[src/rtl/seg_xlate_pkg.sv]
package seg_xlate_pkg;
    localparam int NUM_SEG = 4;
    localparam int SEG_IDX_W = $clog2(NUM_SEG);
    localparam int BASE_W = 14;
    localparam int LEN_W = 18;
    localparam int FAULT_W = 4;

    typedef struct packed {
        logic [BASE_W-1:0] base;
        logic [LEN_W-1:0]  len;
    } origin_t;

    typedef enum logic [FAULT_W-1:0] {
        FLT_NONE  = 4'd0,
        FLT_ALIGN = 4'd3,
        FLT_LIMIT = 4'd7
    } fault_e;
endpackage

[src/rtl/seg_origin_bank.sv]
module seg_origin_bank
    import seg_xlate_pkg::*;
(
    input  logic                          clk,
    input  logic                          rst_n,
    input  logic                          wr_en,
    input  logic                          wr_auto,
    input  logic [SEG_IDX_W-1:0]          wr_idx,
    input  logic [31:0]                   wr_data,
    output origin_t [NUM_SEG-1:0]         org_o
);
    origin_t [NUM_SEG-1:0] org_d, org_q;
    origin_t                prev_seg;
    origin_t                wr_word;

    always_comb begin
        org_d    = org_q;
        prev_seg = org_q[wr_idx - SEG_IDX_W'(1)];
        wr_word  = origin_t'(wr_data);
        if (wr_auto) begin
            wr_word.base = (wr_idx == '0) ? '0
                         : BASE_W'(prev_seg.base + BASE_W'(prev_seg.len));
        end
        if (wr_idx == '0) begin
            wr_word.base = '0;
        end
        if (wr_en) begin
            org_d[wr_idx] = wr_word;
        end
    end

    always_ff @(posedge clk) begin
        if (!rst_n) org_q <= '0;
        else        org_q <= org_d;
    end

    assign org_o = org_q;

    assert_code_base_R2: assert property (@(posedge clk) disable iff (!rst_n)
        (wr_en && wr_idx == '0) |=> (org_q[0].base == '0));

    assert_chain_base_R3: assert property (@(posedge clk) disable iff (!rst_n)
        (wr_en && wr_auto && wr_idx != '0) |=>
        (org_q[$past(wr_idx)].base ==
         $past(BASE_W'(org_q[wr_idx - SEG_IDX_W'(1)].base
                     + BASE_W'(org_q[wr_idx - SEG_IDX_W'(1)].len)))));
endmodule

[src/rtl/seg_fault_check.sv]
module seg_fault_check
    import seg_xlate_pkg::*;
#(
    parameter int ADDR_W = 14,
    parameter int DISP_W = 12
) (
    input  origin_t              org,
    input  logic [DISP_W-1:0]    disp,
    input  logic                 word_acc,
    output logic [ADDR_W-1:0]    addr,
    output logic [FAULT_W-1:0]   fault
);
    logic over_limit;
    logic misaligned;

    always_comb begin
        addr       = ADDR_W'(org.base) + ADDR_W'(disp);
        over_limit = (LEN_W'(disp) >= org.len);
        misaligned = word_acc && (addr[1:0] != 2'b00);
        if (over_limit)      fault = FLT_LIMIT;
        else if (misaligned) fault = FLT_ALIGN;
        else                 fault = FLT_NONE;
    end
endmodule

[src/rtl/seg_xlate_unit.sv]
module seg_xlate_unit
    import seg_xlate_pkg::*;
#(
    parameter int MEM_WORDS = 4096,
    parameter int DISP_W    = 12,
    parameter int SEL_W     = 3,
    localparam int ADDR_W   = $clog2(MEM_WORDS) + 2,
    localparam int WORD_W   = ADDR_W - 2
) (
    input  logic                  clk,
    input  logic                  rst_n,
    input  logic                  wr_en,
    input  logic                  wr_auto,
    input  logic [SEG_IDX_W-1:0]  wr_idx,
    input  logic [31:0]           wr_data,
    input  logic                  req_valid,
    input  logic [SEL_W-1:0]      req_sel,
    input  logic [DISP_W-1:0]     req_disp,
    input  logic                  req_word,
    output logic                  rsp_valid,
    output logic                  rsp_ok,
    output logic [FAULT_W-1:0]    rsp_fault,
    output logic [ADDR_W-1:0]     rsp_addr,
    output logic [WORD_W-1:0]     rsp_word_idx
);
    typedef struct packed {
        logic               valid;
        logic               ok;
        logic [FAULT_W-1:0] fault;
        logic [ADDR_W-1:0]  addr;
    } rsp_t;

    origin_t [NUM_SEG-1:0] org;
    origin_t               sel_org;
    logic [SEG_IDX_W-1:0]  seg_idx;
    logic [ADDR_W-1:0]     xl_addr;
    logic [FAULT_W-1:0]    xl_fault;
    rsp_t                  rsp_d, rsp_q;

    seg_origin_bank u_bank (
        .clk     (clk),
        .rst_n   (rst_n),
        .wr_en   (wr_en),
        .wr_auto (wr_auto),
        .wr_idx  (wr_idx),
        .wr_data (wr_data),
        .org_o   (org)
    );

    assign seg_idx = req_sel[SEG_IDX_W-1:0];

    generate
        if (SEL_W > SEG_IDX_W) begin : g_sel_hi
            logic sel_hi_unused;
            assign sel_hi_unused = ^req_sel[SEL_W-1:SEG_IDX_W];
        end
    endgenerate

    assign sel_org = org[seg_idx];

    seg_fault_check #(.ADDR_W(ADDR_W), .DISP_W(DISP_W)) u_check (
        .org      (sel_org),
        .disp     (req_disp),
        .word_acc (req_word),
        .addr     (xl_addr),
        .fault    (xl_fault)
    );

    always_comb begin
        rsp_d       = rsp_q;
        rsp_d.valid = 1'b0;
        rsp_d.ok    = 1'b0;
        if (req_valid) begin
            rsp_d.valid = 1'b1;
            rsp_d.ok    = (xl_fault == FLT_NONE);
            rsp_d.fault = xl_fault;
            rsp_d.addr  = xl_addr;
        end
    end

    always_ff @(posedge clk) begin
        if (!rst_n) rsp_q <= '0;
        else        rsp_q <= rsp_d;
    end

    assign rsp_valid    = rsp_q.valid;
    assign rsp_ok       = rsp_q.ok;
    assign rsp_fault    = rsp_q.fault;
    assign rsp_addr     = rsp_q.addr;
    assign rsp_word_idx = rsp_q.addr[ADDR_W-1:2];

    assert_limit_fault_R6: assert property (@(posedge clk) disable iff (!rst_n)
        (req_valid && (LEN_W'(req_disp) >= sel_org.len)) |=>
        (rsp_fault == 4'd7 && !rsp_ok));

    assert_word_aligned_R7: assert property (@(posedge clk) disable iff (!rst_n)
        (rsp_ok && $past(req_word)) |-> (rsp_addr[1:0] == 2'b00));

    assert_idle_quiet_R12: assert property (@(posedge clk) disable iff (!rst_n)
        !req_valid |=> (!rsp_valid && !rsp_ok));
endmodule

[config.mk]
export PLATFORM = sky130hd
export DESIGN_NAME = seg_xlate_unit
export DESIGN_NICKNAME = d
export VERILOG_FILES = /design/src/rtl/seg_xlate_pkg.sv /design/src/rtl/seg_origin_bank.sv /design/src/rtl/seg_fault_check.sv /design/src/rtl/seg_xlate_unit.sv
export SDC_FILE = /design/constraint.sdc
export NUM_CORES = 1
export LEC_CHECK = 0
export BUFFER_PORTS_ARGS = -buffer_cell sky130_fd_sc_hd__buf_2
export CAP_MARGIN = 20
export CORE_MARGIN = 2
export CORE_UTILIZATION = 30
export CTS_CLUSTER_DIAMETER = 200
export CTS_CLUSTER_SIZE = 14
export DETAILED_ROUTE_END_ITERATION = 8
export PLACE_DENSITY_LB_ADDON = 0.2
export SYNTH_ARGS = -nofsm -noshare
export SYNTH_HDL_FRONTEND = slang
export SYNTH_SLANG_ARGS = --single-unit
export TNS_END_PERCENT = 100
[constraint.sdc]
create_clock -name clk -period 4.6 [get_ports clk]
set_input_delay 0.92 -clock clk [delete_from_list [all_inputs] [get_ports clk]]
set_output_delay 0.92 -clock clk [all_outputs]
set_load 0.01 [all_outputs]
* Word-level counts from Yosys, hierarchy flattened
Index checks and enable logic that the tools add are counted.
** Cells by class
- Reductions and logical operators :: 6
- Divide/modulo/power cells :: 0
- $lt $le $gt $ge :: 5
- Shift operators :: 0
- Muxes and demuxes :: 12
- Eq/ne operators :: 0
- Multiply operators :: 0
- Add/sub/neg operators :: 3
- Bitwise gates (word level) :: 0
** Operator list (count)
- binary-select mux 32 bit (select 2 bit) :: 2
- bitwise mux 128 bit :: 1
- two-way mux 32 bit :: 3
- demux 32 bit (select 2 bit) :: 1
- two-way mux 14 bit :: 2
- two-way mux 20 bit :: 1
- greater-or-equal comparator 12 x 18 -> 1 bit :: 1
- adder 14 x 12 -> 14 bit :: 1
- adder 14 bit :: 1
- < comparator 2 x 3 -> 1 bit, second input constant :: 3
- logical NOT 4 bit :: 1
- two-way mux 4 bit :: 1
- greater-or-equal comparator 2 x 1 -> 1 bit, second input constant :: 1
- logical AND 1 bit :: 2
- logical NOT 2 bit :: 1
- two-way mux 2 bit :: 1
- AND reduction 2 bit :: 1
- nonzero test 2 bit :: 1
- subtractor 2 x 1 -> 2 bit, second input constant :: 1
** Word-level totals
- Input bits :: 55
- Logic and storage cells :: 38
- Bits in latches :: 0
- Memories :: 0
- ROM bits :: 0
- RAM bits :: 0
- Bits in registers :: 148

* Logic depth before layout (Yosys ltp)
- Depth after elaboration :: 9
- Gate-level depth with buffers :: 14
- Mapped depth without buffers :: 11

* Cells and area by module
From an unflattened synthesis, not the netlist that was laid out.
** Second synthesis, totals
- Cells, all modules :: 912
- Area, all modules :: 8658.3 um^2
** By module, submodules not included
- seg_origin_bank :: area an instance 6059.6 um^2, instances 1, cells an instance 671
- seg_xlate_unit :: area an instance 1635.3 um^2, instances 1, cells an instance 113
- seg_fault_check :: area an instance 963.4 um^2, instances 1, cells an instance 128

* Worst setup path after synthesis
No wires, ideal clock.
- Kind :: input to register
- Start point :: input wr_idx[0]
- End point :: register u_bank.org_q, in the netlist u_bank.org_o[94]
- Setup time :: 74 ps
- Arrival time :: 4589 ps
- Required time :: 4526 ps
- Setup slack :: -64 ps
- Cell stages on the path :: 14
- Cells stage by stage :: buf_2 > buf_1 > inv_1 > ha_1 > buf_2 > buf_2 > mux4_2 > ha_1 > a21oi_2 > nand2_1 > a221oi_1 > a21boi_0 > mux2_2 > o21ai_0
** Between the ends
- Cells in the longest elaborated chain, start to end :: 7
** Ends and longest elaborated chain
- start: declaration :: line seg_xlate_unit.sv:14 : input logic [SEG_IDX_W-1:0] wr_idx,
- subtractor 2 x 1 -> 2 bit :: line seg_origin_bank.sv:18 : prev_seg = org_q[wr_idx - SEG_IDX_W'(1)];
- binary-select mux 32 bit (select 2 bit) :: line seg_origin_bank.sv:18
- two-way mux 32 bit (not written as such) :: line seg_origin_bank.sv:18
- adder 14 bit :: line seg_origin_bank.sv:22 : : BASE_W'(prev_seg.base + BASE_W'(prev_seg.len));
- two-way mux 14 bit :: line seg_origin_bank.sv:20 : if (wr_auto) begin
- two-way mux 14 bit :: line seg_origin_bank.sv:24 : if (wr_idx == '0) begin
- bitwise mux 128 bit * :: line seg_origin_bank.sv:28 : org_d[wr_idx] = wr_word;
- end signal: assignment :: line seg_origin_bank.sv:34 : else org_q <= org_d;
- end: declaration :: line seg_origin_bank.sv:12 : origin_t [NUM_SEG-1:0] org_d, org_q;
Every way passes the cells marked *; elsewhere a longest branch is shown, timed or not. The select of a mux whose other input is x is not followed.
A chain may end at the register's enable or synchronous reset.

* Final worst setup path
- Start point :: input wr_idx[1]
- End point :: register u_bank.org_q, in the netlist u_bank.org_o[93]
The elaborated chain is that of the path after synthesis.

==> reports/metrics.yaml <==
status: "finished, final reports clean"
grt.total_usage: 0.1784
power_leakage_nw: 3.742
cts_resized: 0
die_x_um: 168.5
busiest_layer: "met2"
finalInstanceArea_um2: 9402
hold_buffers: 0
synth-warning-count: 0
slew_headroom: 0.4020
max_clock_freq_mhz: 253.7
nNetsFinal: 1062
synthTopCellsByArea: "dfxtp_1 36%, mux4_2 15%, nand2_1 9.3%"
hold_violations: 0
cts-root-buf: "clkbuf_16"
syn_inst: 913
synth_top_area_cell: "dfxtp_1"
synth_nets: 1011
detail-route-antenna-nets: 0
synth_top_area_frac: 0.3600
drive_above_1_share: 0.2041
rows: 60
cts_buffer_depth: 2
insertion_delay_ns: 0.42
yosysSeqAreaShare: 0.3600
cp-end-kind: "flip-flop"
tns_ns: 0
wirelength_um: 24730
io_pins: 87
cp-start-kind: "input pin"
vias_per_cell: 5.176
ys_types: 68
fillers: 2806
period_share: 0.8569
clock-sinks: 146
drc: 0
setup_viol: 0
synth-main-ff-cell: "dfxtp_1"
antenna_cells: 0
postCtsSetupBuffers: 0
use_met3: 0.03811
final_common_cell: "nand2_1"
drtIter0Drc: 435
grt_antenna_before_repair: 0
ys_ff_latch: 146
use_met2: 0.2899
min_path_type: "flip-flop to flip-flop"
synth-edff-count: 0
grt_pass1_wl_um: 38740
core-area_um2: 26730
fp.dieH_um: 168.5
p_per_area_nw_per_um2: 335.1
cp_data_arrival_time_ns: 4.24
critical_path_class: "input pin to flip-flop"
grtUsageMet1: 0.2425
io_buffers: 84
cts_tree: "yes"
rsz0062_at_grt: "no"
critPathMaxFanout: 13
p_total_mw: 3.151
syn_area_per_cell_um2: 8.893
netlist_area_um2: 8119
synthArstFlopShare: 0
grt_overflow: 0
worst_slew_pin_slew_ns: 0.8971
path_clk_slew_ns: 0.06
cts_buffers: 17
first_global_vias: 6764
fin_worst_skew_ns: 0.01175
vdd.ir_drop.worst_v: 0.0002157
areaGrowthSynthToFinish_pct: 15.80
gp_congestion: 0.8549
slew_violations: 0
placed_cell_area_um2: 8820
seq_area_um2: 2923
die-area_um2: 28400
dr.pass1.iters: 5
required_ns: 4.90
avgRoutedWirePerCell_um: 18.79
grt_max_degree: 45
layout_common_cells: "201 x nand2_1, 146 x dfxtp_1, 104 x a21oi_1, 84 x buf_2, 53 x mux4_2"
period_needed_ns: 3.942
initial_utilization: 0.3038
num_vias: 6812
cts-htree-levels: 4
maxCapViolations: 0
multiInputGateArea_um2: 4780
hpwlAfterDp_um: 17420
-- flip-flops by register name, indices dropped and copies added, names as in the netlist --
register      count
rsp_fault         2
u_bank.org_o    128
rsp_ok            1
rsp_addr         14
rsp_valid         1
-- stage by stage --
step / std cells / hold WS, ns / util / setup slack (ns)
after floorplan: 913 / 0.4313 / - / 0.09288
after global placement: 1286 / 0.4407 / 0.3300 / 0.2309
after detailed placement: 1286 / 0.4455 / 0.3300 / 0.2048
after CTS: 1316 / 0.4534 / 0.3518 / 0.6781
after global routing: 1316 / 0.4774 / 0.3518 / 0.3887
final: 1316 / 0.4518 / 0.3518 / 0.6583
-- synthesized netlist by cell type (all sizes together), types with 2 or more instances --
| library cell | instances |
|---|---|
| o21ai | 45 |
| a21o | 12 |
| or3 | 5 |
| fa | 2 |
| xnor2 | 12 |
| nand4b | 2 |
| nand3b | 2 |
| o21a | 9 |
| a22oi | 4 |
| buf | 32 |
| nor2b | 11 |
| xor2 | 2 |
| clkbuf | 39 |
| a21boi | 3 |
| mux2i | 10 |
| nor4 | 5 |
| nand2b | 3 |
| or4b | 2 |
| and3 | 19 |
| a31oi | 7 |
| a41o | 2 |
| dfxtp | 146 |
| a22o | 2 |
| and2 | 4 |
| o21bai | 4 |
| o31ai | 4 |
| o41ai | 3 |
| inv | 24 |
| nor2 | 39 |
| a211oi | 8 |
| or2 | 3 |
| ha | 41 |
| nor3 | 10 |
| mux4 | 53 |
| a211o | 2 |
| a21oi | 106 |
| nand4 | 3 |
| nand2 | 201 |
| nand3 | 12 |
-- critical path, cell delays in order --
cell	delay (ns)
buf_2	0.12
inv_1	0.07
ha_2	0.51
buf_12	0.22
mux4_2	0.54
ha_1	0.31
a211oi_1	0.35
o21ai_0	0.30
a21oi_1	0.35
mux2i_1	0.12
a31oi_1	0.29
o21ai_0	0.13
-- where the power goes --
group          internal [mW]  switching, mW
registers               1.30         0.0259
logic                  0.166          0.245
clock network          0.857          0.552
-- area by class of cell --
type                            count  share of cell area
Timing Repair Buffer              103             0.06388
Tap cell                          341             0.04538
Clock buffer                       19             0.04711
Sequential cell                   146              0.3109
Multi-Input combinational cell    672              0.5084
Clock inverter                     11             0.01477
Inverter                           24            0.009582
-- metal layers --
| layer | share of wire | wire [µm] | up-vias |
|---|---|---|---|
| li1 | - | - | 3353 |
| met1 | 0.49 | 12050 | 3304 |
| met2 | 0.46 | 11470 | 141 |
| met3 | 0.038 | 929 | 14 |
| met4 | 0.011 | 284 | 0 |
| met5 | 0 | 0 | - |
-- logic make-up after synthesis --
family | after synthesis | share of synthesized area
XOR/XNOR | 14 | 0.01510
AND/OR/NAND/NOR | 326 | 0.1771
adder cells (fa/ha/maj) | 43 | 0.06812
multiplexers | 64 | 0.1607
buffers and inverters | 95 | 0.05163
flip-flops | 146 | 0.3600
other | 1 | 0.0004619
AO/OA/AOI/OAI | 224 | 0.1669
-- final timing paths --
check        depth (start not counted)         startpoint                 to  slack, ns
max                                 12          wr_idx[1]   u_bank.org_o[93]       0.66
min                                  2  u_bank.org_o[112]  u_bank.org_o[112]       0.45
max reg2reg                          9    u_bank.org_o[0]   u_bank.org_o[60]       1.72
min reg2reg                          2  u_bank.org_o[112]  u_bank.org_o[112]       0.45
Power figures use the tool's default switching activity.
